==> src/rtl/rstmc_pkg.sv <==
package rstmc_pkg;
  typedef enum logic [2:0] {
    ST_POR, ST_RUN, ST_EXT, ST_DRIVE, ST_WAIT
  } seq_state_t;

  typedef enum logic [1:0] {
    CAUSE_NONE = 2'b00,
    CAUSE_POR  = 2'b01,
    CAUSE_EXT  = 2'b10,
    CAUSE_WDOG = 2'b11
  } cause_t;

  localparam logic [7:0] SVC_UNLOCK  = 8'h55;
  localparam logic [7:0] SVC_CONFIRM = 8'hAA;

  localparam logic [15:0] VEC_NORMAL  = 16'hFFFE;
  localparam logic [15:0] VEC_SPECIAL = 16'hBFFE;

  function automatic logic [15:0] vector_of(input logic [1:0] m);
    return m[0] ? VEC_NORMAL : VEC_SPECIAL;
  endfunction
endpackage

==> src/rtl/rstmc_sync.sv <==
module rstmc_sync #(
  parameter int STAGES = 2
) (
  input  logic clk,
  input  logic rst_n,
  input  logic d,
  output logic q
);
  logic [STAGES-1:0] chain;

  generate
    for (genvar i = 0; i < STAGES; i++) begin : g_stage
      if (i == 0) begin : g_first
        always_ff @(posedge clk or negedge rst_n)
          if (!rst_n) chain[i] <= 1'b1;
          else        chain[i] <= d;
      end else begin : g_rest
        always_ff @(posedge clk or negedge rst_n)
          if (!rst_n) chain[i] <= 1'b1;
          else        chain[i] <= chain[i-1];
      end
    end
  endgenerate

  assign q = chain[STAGES-1];
endmodule

==> src/rtl/rstmc_wdog.sv <==
module rstmc_wdog
  import rstmc_pkg::*;
#(
  parameter int LIMIT = 1000
) (
  input  logic       clk,
  input  logic       rst_n,
  input  logic       run,
  input  logic       enable,
  input  logic       svc_wr,
  input  logic [7:0] svc_data,
  output logic       timeout
);
  localparam int W = $clog2(LIMIT + 1);
  localparam logic [W-1:0] LAST = W'(LIMIT - 1);

  logic [W-1:0] cnt;
  logic         armed;
  logic         restart;

  assign restart = svc_wr && (svc_data == SVC_CONFIRM) && armed;
  assign timeout = run && enable && !restart && (cnt == LAST);

  always_ff @(posedge clk or negedge rst_n) begin
    if (!rst_n) begin
      cnt   <= '0;
      armed <= 1'b0;
    end else if (!run) begin
      cnt   <= '0;
      armed <= 1'b0;
    end else begin
      if (svc_wr) armed <= (svc_data == SVC_UNLOCK);
      if (restart || !enable) cnt <= '0;
      else if (cnt != LAST)   cnt <= cnt + 1'b1;
    end
  end
endmodule

==> src/rtl/rstmc_seq.sv <==
module rstmc_seq
  import rstmc_pkg::*;
#(
  parameter int POR_CYCLES = 4064,
  parameter int PIN_CYCLES = 4
) (
  input  logic       clk,
  input  logic       rst_n,
  input  logic       pin_high,
  input  logic       wdog_timeout,
  output seq_state_t state,
  output cause_t     cause,
  output logic       release_now
);
  localparam int MAXC = (POR_CYCLES > PIN_CYCLES) ? POR_CYCLES : PIN_CYCLES;
  localparam int CW   = $clog2(MAXC + 1);
  localparam logic [CW-1:0] POR_LAST = CW'(POR_CYCLES - 1);
  localparam logic [CW-1:0] PIN_LAST = CW'(PIN_CYCLES - 1);

  seq_state_t    nxt;
  logic [CW-1:0] cnt;

  always_comb begin
    nxt = state;
    unique case (state)
      ST_POR:   if (cnt == POR_LAST) nxt = ST_RUN;
      ST_RUN:   if (wdog_timeout)    nxt = ST_DRIVE;
                else if (!pin_high)  nxt = ST_EXT;
      ST_EXT:   if (pin_high)        nxt = ST_RUN;
      ST_DRIVE: if (cnt == PIN_LAST) nxt = ST_WAIT;
      ST_WAIT:  if (pin_high)        nxt = ST_RUN;
      default:                       nxt = ST_POR;
    endcase
  end

  assign release_now = (state != ST_RUN) && (nxt == ST_RUN);

  always_ff @(posedge clk or negedge rst_n) begin
    if (!rst_n) begin
      state <= ST_POR;
      cnt   <= '0;
      cause <= CAUSE_POR;
    end else begin
      state <= nxt;
      if (nxt != state) cnt <= '0;
      else              cnt <= cnt + 1'b1;
      if (state == ST_RUN && nxt == ST_DRIVE) cause <= CAUSE_WDOG;
      if (state == ST_RUN && nxt == ST_EXT)   cause <= CAUSE_EXT;
    end
  end
endmodule

==> src/rtl/rstmc_mode.sv <==
module rstmc_mode
  import rstmc_pkg::*;
(
  input  logic        clk,
  input  logic        rst_n,
  input  logic        capture,
  input  logic        strap_a,
  input  logic        strap_b,
  output logic [1:0]  mode,
  output logic [15:0] vec_addr
);
  always_ff @(posedge clk or negedge rst_n)
    if (!rst_n)       mode <= 2'b00;
    else if (capture) mode <= {strap_a, strap_b};

  assign vec_addr = vector_of(mode);
endmodule

==> src/rtl/rstmc_ctrl.sv <==
module rstmc_ctrl
  import rstmc_pkg::*;
#(
  parameter int POR_CYCLES  = 4064,
  parameter int PIN_CYCLES  = 4,
  parameter int WDOG_CYCLES = 1000,
  parameter int SYNC_STAGES = 2
) (
  input  logic        clk,
  input  logic        pwr_good,
  input  logic        rst_pin_in,
  output logic        rst_pin_pull,
  input  logic        mode_a,
  input  logic        mode_b,
  input  logic        wdog_off,
  input  logic        svc_wr,
  input  logic [7:0]  svc_data,
  output logic        sys_rst,
  output logic [1:0]  mode,
  output logic [15:0] vec_addr,
  output logic [1:0]  cause
);
  seq_state_t state;
  cause_t     cause_q;
  logic       pin_high;
  logic       timeout;
  logic       release_now;

  rstmc_sync #(.STAGES(SYNC_STAGES)) u_sync (
    .clk(clk), .rst_n(pwr_good), .d(rst_pin_in), .q(pin_high)
  );

  rstmc_wdog #(.LIMIT(WDOG_CYCLES)) u_wdog (
    .clk(clk), .rst_n(pwr_good), .run(state == ST_RUN), .enable(!wdog_off),
    .svc_wr(svc_wr), .svc_data(svc_data), .timeout(timeout)
  );

  rstmc_seq #(.POR_CYCLES(POR_CYCLES), .PIN_CYCLES(PIN_CYCLES)) u_seq (
    .clk(clk), .rst_n(pwr_good), .pin_high(pin_high), .wdog_timeout(timeout),
    .state(state), .cause(cause_q), .release_now(release_now)
  );

  rstmc_mode u_mode (
    .clk(clk), .rst_n(pwr_good), .capture(release_now),
    .strap_a(mode_a), .strap_b(mode_b), .mode(mode), .vec_addr(vec_addr)
  );

  assign sys_rst      = !pwr_good || (state != ST_RUN);
  assign rst_pin_pull = pwr_good && (state == ST_DRIVE);
  assign cause        = cause_q;
endmodule

==> config.mk <==
export PLATFORM = sky130hd
export DESIGN_NAME = rstmc_ctrl
export DESIGN_NICKNAME = d
export VERILOG_FILES = /design/src/rtl/rstmc_pkg.sv /design/src/rtl/rstmc_sync.sv /design/src/rtl/rstmc_wdog.sv /design/src/rtl/rstmc_seq.sv /design/src/rtl/rstmc_mode.sv /design/src/rtl/rstmc_ctrl.sv
export SDC_FILE = /design/constraint.sdc
export NUM_CORES = 1
export LEC_CHECK = 0
export BUFFER_PORTS_ARGS = -buffer_cell sky130_fd_sc_hd__buf_2
export CAP_MARGIN = 0
export CORE_ASPECT_RATIO = 0.7
export CORE_MARGIN = 1
export CORE_UTILIZATION = 54
export CTS_CLUSTER_SIZE = 10
export DETAILED_ROUTE_END_ITERATION = 10
export MAX_ROUTING_LAYER = met4
export PLACE_DENSITY_LB_ADDON = 0.08
export SYNTH_ARGS = -nofsm -noshare
export SYNTH_HDL_FRONTEND = slang
export SYNTH_SLANG_ARGS = --single-unit
==> constraint.sdc <==
create_clock -name clk -period 2.22 [get_ports clk]
set_input_delay 0.222 -clock clk [delete_from_list [all_inputs] [get_ports clk]]
set_output_delay 0.222 -clock clk [all_outputs]
set_load 0.02 [all_outputs]
==> summary.txt <==
Outcome
  – Status: complete, but fails checks
  – Violated checks: design-rule violations

Detailed routing
  – ANT nets after route: 0
  – Wire per inst: 13.8 µm
  – Pre-antenna DRT Iters: 7
  – Vias: 1309
  – DRT Wirelength: 3340 µm
  – DRT iter0 DRCs: 104
  – DR DRC count: 6
  – Vias/cell: 5.41

CTS
  – CTS buffer count: 5
  – CTS Hold Bufs: 1
  – Clock sinks: 32
  – CTS Root Cell: clkbuf_8
  – CTS tree: done
  – PostCTS Resize Cnt: 0
  – Post-CTS Setup Bufs: 0
  – Clock transition at path regs: 0.07 ns
  – Maximum clock insertion buffer count: 2
  – CTS H-tree lvls: 2
  – Clock Latency Late Sink: 0.29 ns

Placement
  – Hpwl dp: 2460 µm
  – Setup WS pre-CTS: 0.139 ns
  – IO buf count: 21
  – Gp weighted congestion: 0.858

Global routing
  – Largest net degree at the start of global routing: 29
  – Total grt overflow: 0
  – Initial antenna violation count: 0
  – Total GRT Usage: 23.1%
  – Number of global-route vias before repair: 1232
  – First-pass GRT wire length: 5800 µm

Layout
  – # fillers: 215
  – Area Growth Syn to Fin: 13.1%
  – Fin nets: 222
  – Layout Utilization: 67.7%
  – Share of layout cells above drive strength 1: 21.4%
  – Diodes inserted: 0
  – Commonest cells after routing, fill and taps aside: dfrtp_1 (29), buf_2 (21), nor2_1 (17)
  – Most common cell after layout, fill and taps aside: dfrtp_1
  – Reg area: 805 µm²
  – Multi-input gate area: 848 µm²

STA
  – Final setup violation count: 0
  – PnR worst setup slack: 0.139 ns
  – Shortest period the worst path allows: 2.08 ns
  – Period utilization: 93.7%
  – Fin Setup TNS: 0 ns
  – Hold_ws: 0.149 ns
  – RSZ-0062 raised after global routing: false
  – Final Hold Vio Count: 0
  – Fmax: 481 MHz
  – Final Max Slew Viols: 0
  – Worst Skew: 0.00993 ns

Floorplanning
  – Die area: 0.00352 mm²
  – Die H: 49.9 µm
  – Chip Width: 70.5 µm
  – Core area: 0.00296 mm²
  – Rows: 16
  – IO Count: 37
  – Initial core utilization: 59.8%

Pwr
  – Reg power frac: 36.8%
  – Sw Share: 33.3%
  – NetSw: 652 µW
  – Comb power frac: 31.6%
  – Static leakage: 0.000918 µW
  – Clk network pwr share: 31.6%
  – Internal power: 1310 µW
  – Pwr/cell area: 977 mW/mm²
  – Tot Pwr: 1960 µW
  – Max VDD drop: 0.000767 V

Setup path
  – Flop2flop setup slack: 0.14 ns
  – Setup CP Type: flop to flop
  – Worst setup EP type: flop
  – CP arrival: 2.25 ns
  – Startpoint types: flop
  – CP max FO: 8
  – WP data required: 2.39 ns

Synthesis
  – Asr flop ratio synth: 100%
  – Post-synthesis instance total: 177
  – Predominant post-synthesis flop cell: dfrtp_1
  – Sequential fraction of the synthesis area: 45.4%
  – Yosys cell types: 43
  – Mapped cell area: 0.00177 mm²
  – Mapped Avg Cell Area: 10.0 µm²
  – Number of flops mapped to enable cells by yosys: 0
  – Flops & latches, synth: 32
  – Yosys warnings: 0

Worst hold path
  – Hold WC Path Type: input port to flop

Run
  – Maxcap violations: 0
## metal layers
metal | track usage (%) | up-vias | share of wire [%]
met2 | 31.6 | 49 | 42
met3 | 7.57 | 11 | 6.6
met5 | - | - | 0
li1 | - | 632 | -
met4 | 10.9 | 0 | 2.4
met1 | 31.0 | 617 | 49
## Yosys cell counts (2+ instances only)
cell      number  area share (%)
a21oi_1        5             1.4
and3_1         3             1.1
and4_1         3             1.5
buf_4         17             7.2
buf_6          2             1.3
clkbuf_1       2            0.42
conb_1         2            0.42
dfrtp_1       29              41
dfstp_2        3             4.4
ha_1           2             1.4
inv_1          3            0.64
mux2_1         2             1.3
nand2_1       11             2.3
nand3_1       12             3.4
nand4_1        2            0.71
nor2_1        17             3.6
nor2b_1        2            0.71
nor3_1        11             3.1
nor4bb_1       4             2.3
o21ai_0        5             1.4
or3_1          2            0.71
xnor2_1        8             4.0
xor2_1        10             4.9
## power by group through the flow
stage          registers, µW  clock network [µW]  logic (µW)
2_1_floorplan            746                   0         479
3_3_place_gp             725                   0         599
3_5_place_dp             730                   0         617
4_1_cts                  720                 631         618
5_1_grt                  731                 666         683
6_report                 720                 620         620
## final timing paths
check,from,to,cells past startpoint
min reg2reg,u_sync.chain[0],u_sync.q,0
max,u_seq.state[2],u_mode.mode[1],5
max reg2reg,u_seq.state[2],u_mode.mode[1],5
max in group asynchronous,pwr_good,u_sync.chain[0],3
min,mode_b,u_mode.mode[0],2
min in group asynchronous,pwr_good,u_seq.cnt[10],2
## critical path: stages (launching register included)
cell,delay [ns]
dfrtp_1,0.46
or3b_4,0.42
a311o_1,0.36
nand2b_4,0.20
a21oi_4,0.18
mux2_1,0.34
## kinds of logic (layout without fill, tap and decap cells)
logic type | Yosys count | in the layout | share of synthesized area, %
AOI/OAI and AO/OA | 17 | 17 | 7.34
xor gates and xnor gates | 18 | 18 | 8.89
adders and majority gates | 3 | 3 | 1.98
buffers and inverters | 24 | 40 | 9.53
DFF | 32 | 32 | 45.4
muxes | 3 | 3 | 1.83
other | 2 | 15 | 0.424
and+or+nand+nor | 78 | 78 | 24.6
## final cells by class
cell class	instances	share of cell area [%]
Multi-Input combinational cell	134	42.3
Sequential cell	32	40.1
Timing Repair Buffer	29	8.48
Clock buffer	7	4.80
Tap cell	36	2.25
Clock inverter	1	1.50
Inverter	3	0.561
## metrics by stage
step / cells / area [µm²]
after global placement: 232 / 1860
after detailed placement: 232 / 1860
after floorplan: 190 / 1820
final: 242 / 2010
after CTS: 241 / 2000
after global routing: 242 / 2010
## registers in the layout (all words and copies together), names as in the netlist
signal and cells:
u_sync.chain 1, u_seq.cause 2, u_seq.state 3, u_sync.q 1
u_mode.mode 2, u_wdog.cnt 10, u_wdog.armed 1, u_seq.cnt 12
(Power assumes the default switching activity.)
